$ cat config.mk
export PLATFORM = sky130hd
export DESIGN_NAME = tdm_slot_arbiter
export DESIGN_NICKNAME = d
export VERILOG_FILES = /design/src/rtl/tdm_arb_pkg.sv /design/src/rtl/tdm_slot_table.sv /design/src/rtl/tdm_grant_pick.sv /design/src/rtl/tdm_region.sv /design/src/rtl/tdm_slot_arbiter.sv
export SDC_FILE = /design/constraint.sdc
export NUM_CORES = 1
export LEC_CHECK = 0
export CORE_MARGIN = 4
export CORE_UTILIZATION = 60
export DETAILED_ROUTE_END_ITERATION = 16
export PLACE_DENSITY = 0.75
export SLEW_MARGIN = 5
export SYNTH_ARGS = -nofsm -noshare
export SYNTH_HDL_FRONTEND = slang
export SYNTH_SLANG_ARGS = --single-unit
$ cat constraint.sdc
create_clock -name clk -period 24.5 [get_ports clk]
set_clock_uncertainty 0.1 [all_clocks]
set_input_delay 4.9 -clock clk [delete_from_list [all_inputs] [get_ports clk]]
set_output_delay 4.9 -clock clk [all_outputs]
set_load 0.01 [all_outputs]
$ cat src/rtl/tdm_arb_pkg.sv
package tdm_arb_pkg;

    // How a region decided its grant in the current cycle.
    typedef enum logic [1:0] {
        GK_NONE     = 2'd0,
        GK_OWNER    = 2'd1,
        GK_FALLBACK = 2'd2
    } gnt_kind_e;

endpackage

$ cat src/rtl/tdm_slot_table.sv
module tdm_slot_table #(
    parameter int N_SLOTS  = 64,
    parameter int IDX_W    = 4,
    parameter int RST_EVEN = 0,
    parameter int RST_ODD  = 0,
    localparam int SLOT_W  = $clog2(N_SLOTS)
) (
    input  logic              clk,
    input  logic              rst_n,
    input  logic              wr_en,
    input  logic [SLOT_W-1:0] wr_slot,
    input  logic [IDX_W-1:0]  wr_val,
    input  logic [SLOT_W-1:0] rd_slot,
    output logic [IDX_W-1:0]  rd_val
);

    logic [IDX_W-1:0] entry_q [N_SLOTS];

    always_ff @(posedge clk or negedge rst_n) begin
        if (!rst_n) begin
            for (int s = 0; s < N_SLOTS; s++) begin
                entry_q[s] <= (s % 2 == 0) ? IDX_W'(RST_EVEN) : IDX_W'(RST_ODD);
            end
        end else if (wr_en) begin
            entry_q[wr_slot] <= wr_val;
        end
    end

    assign rd_val = entry_q[rd_slot];

endmodule

$ cat src/rtl/tdm_grant_pick.sv
module tdm_grant_pick
    import tdm_arb_pkg::*;
#(
    parameter int N_CLIENTS = 14,
    parameter int IDX_W     = 4
) (
    input  logic [IDX_W-1:0]     owner,
    input  logic [N_CLIENTS-1:0] req,
    output logic [N_CLIENTS-1:0] gnt,
    output gnt_kind_e            kind
);

    localparam int CW = IDX_W + 1;

    logic             owner_ok;
    logic [IDX_W-1:0] base;
    logic [IDX_W-1:0] win;
    logic             found;
    logic [CW-1:0]    cand;

    // Search starts at the owner (or at client 0 for an unowned slot)
    // and walks forward with wrap until a requester is met.
    always_comb begin
        owner_ok = (int'(owner) < N_CLIENTS);
        base     = owner_ok ? owner : '0;
        found    = 1'b0;
        win      = '0;
        cand     = '0;
        for (int k = 0; k < N_CLIENTS; k++) begin
            cand = {1'b0, base} + CW'(k);
            if (cand >= CW'(N_CLIENTS)) begin
                cand = cand - CW'(N_CLIENTS);
            end
            if (!found && req[cand[IDX_W-1:0]]) begin
                found = 1'b1;
                win   = cand[IDX_W-1:0];
            end
        end
        if (!found) begin
            kind = GK_NONE;
        end else if (owner_ok && win == owner) begin
            kind = GK_OWNER;
        end else begin
            kind = GK_FALLBACK;
        end
    end

    always_comb begin
        gnt = '0;
        unique case (kind)
            GK_NONE:               gnt = '0;
            GK_OWNER, GK_FALLBACK: gnt[win] = 1'b1;
            default:               gnt = '0;
        endcase
    end

endmodule

$ cat src/rtl/tdm_region.sv
module tdm_region
    import tdm_arb_pkg::*;
#(
    parameter int N_CLIENTS = 14,
    parameter int N_SLOTS   = 64,
    parameter int RST_EVEN  = 0,
    parameter int RST_ODD   = 0,
    localparam int IDX_W    = $clog2(N_CLIENTS + 1),
    localparam int SLOT_W   = $clog2(N_SLOTS)
) (
    input  logic                 clk,
    input  logic                 rst_n,
    input  logic [N_CLIENTS-1:0] req,
    input  logic                 wr_en,
    input  logic [SLOT_W-1:0]    wr_slot,
    input  logic [IDX_W-1:0]     wr_val,
    output logic [N_CLIENTS-1:0] gnt
);

    logic [SLOT_W-1:0] ptr_q;
    logic [IDX_W-1:0]  owner;
    gnt_kind_e         kind;

    always_ff @(posedge clk or negedge rst_n) begin
        if (!rst_n) begin
            ptr_q <= '0;
        end else if (ptr_q == SLOT_W'(N_SLOTS - 1)) begin
            ptr_q <= '0;
        end else begin
            ptr_q <= ptr_q + 1'b1;
        end
    end

    tdm_slot_table #(
        .N_SLOTS (N_SLOTS),
        .IDX_W   (IDX_W),
        .RST_EVEN(RST_EVEN),
        .RST_ODD (RST_ODD)
    ) table_i (
        .clk    (clk),
        .rst_n  (rst_n),
        .wr_en  (wr_en),
        .wr_slot(wr_slot),
        .wr_val (wr_val),
        .rd_slot(ptr_q),
        .rd_val (owner)
    );

    tdm_grant_pick #(
        .N_CLIENTS(N_CLIENTS),
        .IDX_W    (IDX_W)
    ) pick_i (
        .owner(owner),
        .req  (req),
        .gnt  (gnt),
        .kind (kind)
    );

    AST_PTR_STEP: assert property (@(posedge clk) disable iff (!rst_n)
        1'b1 |=> ptr_q == (($past(ptr_q) == SLOT_W'(N_SLOTS - 1)) ? '0 : $past(ptr_q) + 1'b1));
    AST_GNT_ONEHOT0: assert property (@(posedge clk) disable iff (!rst_n)
        $onehot0(gnt));
    AST_GNT_REQ: assert property (@(posedge clk) disable iff (!rst_n)
        (gnt & ~req) == '0);
    AST_NO_WASTE: assert property (@(posedge clk) disable iff (!rst_n)
        (|req) |-> (|gnt));
    AST_OWNER_WINS: assert property (@(posedge clk) disable iff (!rst_n)
        (int'(owner) < N_CLIENTS && req[owner]) |-> gnt[owner]);
    AST_KIND_MATCH: assert property (@(posedge clk) disable iff (!rst_n)
        (kind == GK_NONE) == (gnt == '0));

endmodule

$ cat src/rtl/tdm_slot_arbiter.sv
module tdm_slot_arbiter #(
    parameter int N_CLIENTS    = 14,
    parameter int N_SLOTS      = 64,
    parameter int EXT_RST_EVEN = 10,
    parameter int EXT_RST_ODD  = 11,
    parameter int INT_RST      = 0,
    localparam int IDX_W       = $clog2(N_CLIENTS + 1),
    localparam int SLOT_W      = $clog2(N_SLOTS)
) (
    input  logic                 clk,
    input  logic                 rst_n,
    input  logic [N_CLIENTS-1:0] ext_req,
    input  logic [N_CLIENTS-1:0] int_req,
    input  logic                 ext_wr_en,
    input  logic [SLOT_W-1:0]    ext_wr_slot,
    input  logic [IDX_W-1:0]     ext_wr_client,
    input  logic                 int_wr_en,
    input  logic [SLOT_W-1:0]    int_wr_slot,
    input  logic [IDX_W-1:0]     int_wr_client,
    output logic [N_CLIENTS-1:0] ext_gnt,
    output logic [N_CLIENTS-1:0] int_gnt
);

    localparam int N_REGIONS = 2;

    logic [N_CLIENTS-1:0] req_a  [N_REGIONS];
    logic [N_CLIENTS-1:0] gnt_a  [N_REGIONS];
    logic                 we_a   [N_REGIONS];
    logic [SLOT_W-1:0]    slot_a [N_REGIONS];
    logic [IDX_W-1:0]     val_a  [N_REGIONS];

    assign req_a[0]  = ext_req;
    assign req_a[1]  = int_req;
    assign we_a[0]   = ext_wr_en;
    assign we_a[1]   = int_wr_en;
    assign slot_a[0] = ext_wr_slot;
    assign slot_a[1] = int_wr_slot;
    assign val_a[0]  = ext_wr_client;
    assign val_a[1]  = int_wr_client;
    assign ext_gnt   = gnt_a[0];
    assign int_gnt   = gnt_a[1];

    for (genvar r = 0; r < N_REGIONS; r++) begin : g_region
        localparam int RE = (r == 0) ? EXT_RST_EVEN : INT_RST;
        localparam int RO = (r == 0) ? EXT_RST_ODD  : INT_RST;
        tdm_region #(
            .N_CLIENTS(N_CLIENTS),
            .N_SLOTS  (N_SLOTS),
            .RST_EVEN (RE),
            .RST_ODD  (RO)
        ) region_i (
            .clk    (clk),
            .rst_n  (rst_n),
            .req    (req_a[r]),
            .wr_en  (we_a[r]),
            .wr_slot(slot_a[r]),
            .wr_val (val_a[r]),
            .gnt    (gnt_a[r])
        );
    end

endmodule

## After elaboration in Yosys (flattened, before gate mapping)

Index checks and enable logic that the tools add are counted.

- Reductions and logical operators: 60
- Bitwise logic cells: 4
- Eq/ne operators: 8
- Order comparisons: 68
- Mux-type cells: 166
- $add $sub $neg: 56

Operators by type and width:

| operator | count |
|---|---|
| $bwmux W256 | 2 |
| $mux W4 | 64 |
| $lt A4 B5 Y1 const B | 30 |
| $ge A5 B4 Y1 const B | 26 |
| $bmux W1 S4 | 28 |
| $sub A4 B4 Y4 const B | 28 |
| $add A4 B4 Y5 const B | 12 |
| $mux W1 | 58 |
| $bmux W4 S6 | 2 |
| $demux W4 S6 | 2 |
| $add A4 B3 Y5 const B | 8 |
| $logic_and A1 B1 Y1 | 32 |
| $ge A7 B7 Y1 const B | 4 |
| $mux W14 | 2 |
| $not A6 Y7 | 4 |
| $logic_not A1 Y1 | 26 |
| $add A4 B2 Y5 const B | 4 |
| $lt A7 B1 Y1 const B | 2 |
| $add A6 B1 Y6 const B | 2 |
| $eq A6 B6 Y1 const B | 2 |
| $mux W6 | 2 |
| $add A4 B1 Y5 const B | 2 |
| $demux W1 S4 | 2 |
| $eq A4 B4 Y1 | 2 |
| 7 further kinds | 16 |

- Output and inout port bits: 28
- Flip-flop bits (word level): 524
- Input bits: 52
- Word-level logic and storage cells: 492

## Depth between registers and ports, before layout

- Word-level depth: 57
- Mapped depth: 38
- Depth with buffers taken out: 28

## By module

A second synthesis with hierarchy kept.

- Cells, all modules: 2,920
- Area, all modules: 33,862.5 um^2

By module, submodules not included:

| module | cells an instance | area each (um^2) | times used | sequential area each (um^2) |
|---|---|---|---|---|
| tdm_slot_table at g_region[0].region_i.table_i | 797 | 12,190.4 | 1 | 6,606.3 |
| tdm_slot_table at g_region[1].region_i.table_i | 797 | 11,990.2 | 1 | 6,406.1 |
| tdm_grant_pick | 642 | 4,589.4 | 2 | 0.0 |
| tdm_region | 21 | 251.5 | 2 | 150.1 |

## Least setup slack after synthesis

OpenSTA, ideal clock, no wires.

- Path kind: input-to-output
- From: input port ext_req[12]
- To: output port ext_gnt[11]
- Data required time: 19.500 ns
- Path slack: 11.196 ns
- Stages on the path: 11
- Buffers on the path: 2
- Arrival time: 8.304 ns
- Cells stage by stage: mux2i_1 > mux4_2 > mux2i_1 > or4_1 > or4_1 > buf_2 > or4_4 > o2111a_1 > a22o_1 > buf_6 > nor4_1

- Longest elaborated chain between the ends: 49
- Elaborated cells on any way between the ends: 95
- Classes of those cells: order compare (2); eq/ne (3); mux (61); reduce/logical (29)

RTL lines:

| element | RTL line | text |
|---|---|---|
| start: declaration | tdm_slot_arbiter.sv:12 | `input logic [N_CLIENTS-1:0] ext_req,` |
| parallel branches: the longest is 48 deep, another holds $bmux W1 S4 | -- |  |
| $mux W14 * | tdm_grant_pick.sv:50 | `unique case (kind)` |
| end: declaration | tdm_slot_arbiter.sv:20 | `output logic [N_CLIENTS-1:0] ext_gnt,` |

Mark *: on every way between the ends. The select of a mux whose other input is x is not followed.

## Worst setup path in the final report

- From: register g_region[1].region_i.ptr_q[0]
- To: output port int_gnt[0]

- Longest elaborated chain between the ends: 57
- Elaborated cells on any way between the ends: 156
- Classes of those cells: add/sub (27); order compare (17); eq/ne (3); mux (79); bitwise (1); reduce/logical (29)

RTL lines:

| element | RTL line | text |
|---|---|---|
| start: declaration | tdm_region.sv:20 | `logic [SLOT_W-1:0] ptr_q;` |
| start signal: assignment | tdm_region.sv:30 | `ptr_q <= ptr_q + 1'b1;` |
| $not A6 Y7 (not written as such) * | tdm_slot_table.sv:29 | `assign rd_val = entry_q[rd_slot];` |
| $bmux W4 S6 * | tdm_slot_table.sv:29 |  |
| $mux W4 (not written as such) * (2 in series) | tdm_slot_table.sv:29 |  |
| parallel branches: the longest is 52 deep, another holds $add A4 B1 Y5 | -- |  |
| $mux W14 * | tdm_grant_pick.sv:50 |  |
| end: declaration | tdm_slot_arbiter.sv:21 | `output logic [N_CLIENTS-1:0] int_gnt` |

Marked as above.

==> impl_results.md <==
- Status: finished clean
- Total area of sequential cells: 13300 um^2
- CTS clock-pin slew for the worst setup and hold paths: roughly 0.070 ns
- Clock latency on the worst-skew pair: a little under 0.6 ns
- Routability cong.: 1.02
- Syn_nets: 3036
- # resized after CTS: 0
- Port bufs: 79
- Vias in the first global route: between 20k and 30k
- Crit path largest cell delay: 0.92 ns
- Worst Hold Class: reg2reg
- First drt pass iteration count: 6
- Area delta synth->final: 8.25%
- DR iter-0 viols: 2589
- Primary FF master, synth: dfrtp_1
- Final worst-path cycle share: 69.7%
- Worst-Margin Slew: around 1.2 ns
- Reg-to-reg startpoint: g_region[1].region_i.ptr_q[0]$_DFF_PN0_
- CP max stage cell: dfrtp_4
- Hold EP: g_region[0].region_i.table_i.entry_q[12]$_DFFE_PN0P_
- Share of cells above drive strength 1: 34.7%
- Final Max Tran Viols: 0
- Setup WS pre-CTS: 8.24 ns
- Hold-fix buffers, CTS: 0
- Area occupied by multi-input gates: 18900 um^2
- CTS tree: built
- Cells after synthesis: 2944
- GRT Overall Usage: 31.8%
- Seq/Total Area, Yosys: around two fifths
- Worst Setup SP: g_region[1].region_i.ptr_q[0]$_DFF_PN0_
- CP required: 19.50 ns
- CP Max Fanout: 51
- Max Freq: 58.6 MHz
- Yosys reg bits: 524
- Initial core utilization: about three fifths
- Final worst path period need: approximately 17 ns
- Post-CTS setup buffer count: 0
- Post-DR vias/cell: between 6 and 7
- Post-DP HPWL: about 68000 um
- Reg2Reg Depth: 4
- First-pass GRT wire length: 151000 um
- Crit start category: flip-flop
- Setup TNS Final: 0 ns
- Synthesized cell area: 33400 um^2
- Worst Hold Path Cells: 1
- Final #Nets: 3020
- Largest net degree at the start of global routing: between 100 and 150
- Worst hold margin: 0.401 ns
- Max clock buf depth: 3
- Post-Place Cells: 3625
- Initial antenna violation count: 0
- Hold wc startpoint: g_region[0].region_i.table_i.entry_q[12]$_DFFE_PN0P_
- Mapped Avg Cell Area: ~11 um^2
- Num CTS Buffers: 49
- Maximum vdd drop: 0.0668 mV
- FILL cells: 4215
- ANT cells: 0
- Final instance area: 36100 um^2
- PwrDens: 80.2 nW/um^2
- Cell variety after synth: 122
- Number of flops mapped to enable cells by yosys: 0
- DR WL/cell: around 26 um
- Leak pwr: between 15 and 20 nW
- Final Hold Viols: 0
- Reg-to-Reg End: g_region[1].region_i.ptr_q[3]$_DFF_PN0_
- Core Rows: 86
- Die H: around 240 um
- Final core utilization: 65.5%
- Ys Warns: 0
- WS Path Type: reg2out
- Pwr Total: 2.90 mW
- Final Non-Filler Cells: 3717
- DP Area: between 30000 and 40000 um^2
- Worst rel slew slack: 16.9%
- Antenna viol nets, final: 0
- Final setup viols: 0
- Crit-path most repeated cell: ha_1
- DR vias: 25.5k
- WP data arrival: 12.07 ns
- Die X-Extent: 244 um
- Crit end category: output pin
- Ports: 80
- Unrepaired setup endpoints after global routing: false
- Root buffer cell: clkbuf_16
- GRT overflow: 0
- H-tree levels: 2
- Crit path setup slack, layout: between 7 and 8 ns
- R2R setup slack: between 20 and 25 ns
- Area of the die: 59400 um^2
- Drt drc: 0
- CTS sink cnt: 524
- Max Cap Viol: 0
- Core region area: 55100 um^2
- Total length of routed wires: 95900 um
- Async SR Flop Fraction: 100%
[Yosys cell counts, types with 16 or more instances]
cell type	count	area (um^2)
a211o_1	17	149
a211oi_1	25	188
a21o_1	22	165
a21oi_1	106	531
a22oi_1	31	233
a31oi_1	19	119
and2_1	35	219
buf_2	17	85.1
clkbuf_1	108	405
dfrtp_1	364	9110
dfstp_2	160	4200
ha_1	40	500
inv_1	57	214
mux2_2	563	6340
mux2i_1	180	1800
mux4_2	90	2030
nand2_1	167	627
nand2b_1	18	113
nand3_1	62	310
nand4_1	17	106
nor2_1	175	657
nor2b_1	30	188
nor3_1	55	275
nor3b_1	16	120
nor4_1	16	100
o211ai_1	37	278
o21ai_0	65	325
o221ai_1	19	166
o22ai_1	24	150
or2_2	19	119
or3_1	16	100
xnor2_1	18	158
[kinds of logic (layout without fill, tap and decap cells)]
| group | after synthesis | count (layout) | synth area share (%) |
|---|---|---|---|
| flops | 524 | 524 | 39.9 |
| mux | 850 | 850 | 31.2 |
| xor+xnor | 29 | 29 | 0.806 |
| compound gates | 560 | 560 | 12.5 |
| fa+ha+maj | 40 | 40 | 1.50 |
| simple gates | 697 | 697 | 10.6 |
| buf+inv | 244 | 269 | 3.51 |
[power breakdown]
part           internal (mW)  switching [mW]  total, mW  leakage, nW
registers               1.00          0.0594       1.06         6.48
logic                  0.423           0.591       1.01         8.43
clock network          0.490           0.329      0.819        0.866
total                   1.92           0.979       2.90         15.8
[worst max path at each step]
stage	endpoint	slack [ns]	cells past startpoint
after floorplan	ext_gnt[11]	11.20	11
after global placement	int_gnt[10]	8.57	28
after CTS	int_gnt[10]	7.62	28
after detailed placement	int_gnt[10]	8.24	28
final	int_gnt[0]	7.43	28
after global routing	int_gnt[10]	6.55	28
[routing by layer]
layer | track usage [%] | up-vias | wire [um]
li1 | - | 11125 | -
met1 | 44.7 | 13093 | 40300
met2 | 50.4 | 1065 | 44600
met3 | 4.63 | 257 | 6680
met4 | 12.1 | 0 | 4210
met5 | 0 | - | 0
[cell type report]
type                            instances  share of cell area (%)
Tap cell                              748                    2.59
Inverter                               71                   0.745
Sequential cell                       524                    36.9
Timing Repair Buffer                  106                    2.65
Clock buffer                           74                    4.08
Multi-Input combinational cell       2176                    52.3
Clock inverter                         18                   0.762
[critical path, delay by kind of cell, from the launching register on]
kind | cells | cell delay [ns]
fa+ha+maj | 3 | 1.51
flops | 1 | 0.92
buf+inv | 5 | 2.19
mux | 1 | 0.59
simple gates | 8 | 2.10
compound gates | 11 | 4.12
[sequential cells by signal, summed over array words and instances (netlist names)]
| signal | count |
|---|---|
| g_region.region_i.table_i.entry_q | 512 |
| g_region.region_i.ptr_q | 12 |
[layout by cell type (no fill, tap or decap), types with 22 or more instances in the layout]
master           synthesis  final
dfstp_2                160    160
nor3_1                  55     55
a21oi_1                106    106
a22oi_1                 31     31
mux2i_1                180    180
mux4_2                  90     90
dfrtp_1                364    360
a211oi_1                25     25
nor2b_1                 30     30
o211ai_1                37     37
o22ai_1                 24     24
and2_1                  35     35
buf_4                   13     27
nand3_1                 62     62
mux2_2                 563    563
nand2_1                167    167
clkbuf_16                0     52
ha_1                    40     40
nor2_1                 175    175
clkdlybuf4s50_1          0     70
a21o_1                  22     22
inv_1                   57     57
o21ai_0                 65     65
(Power assumes the default switching activity.)
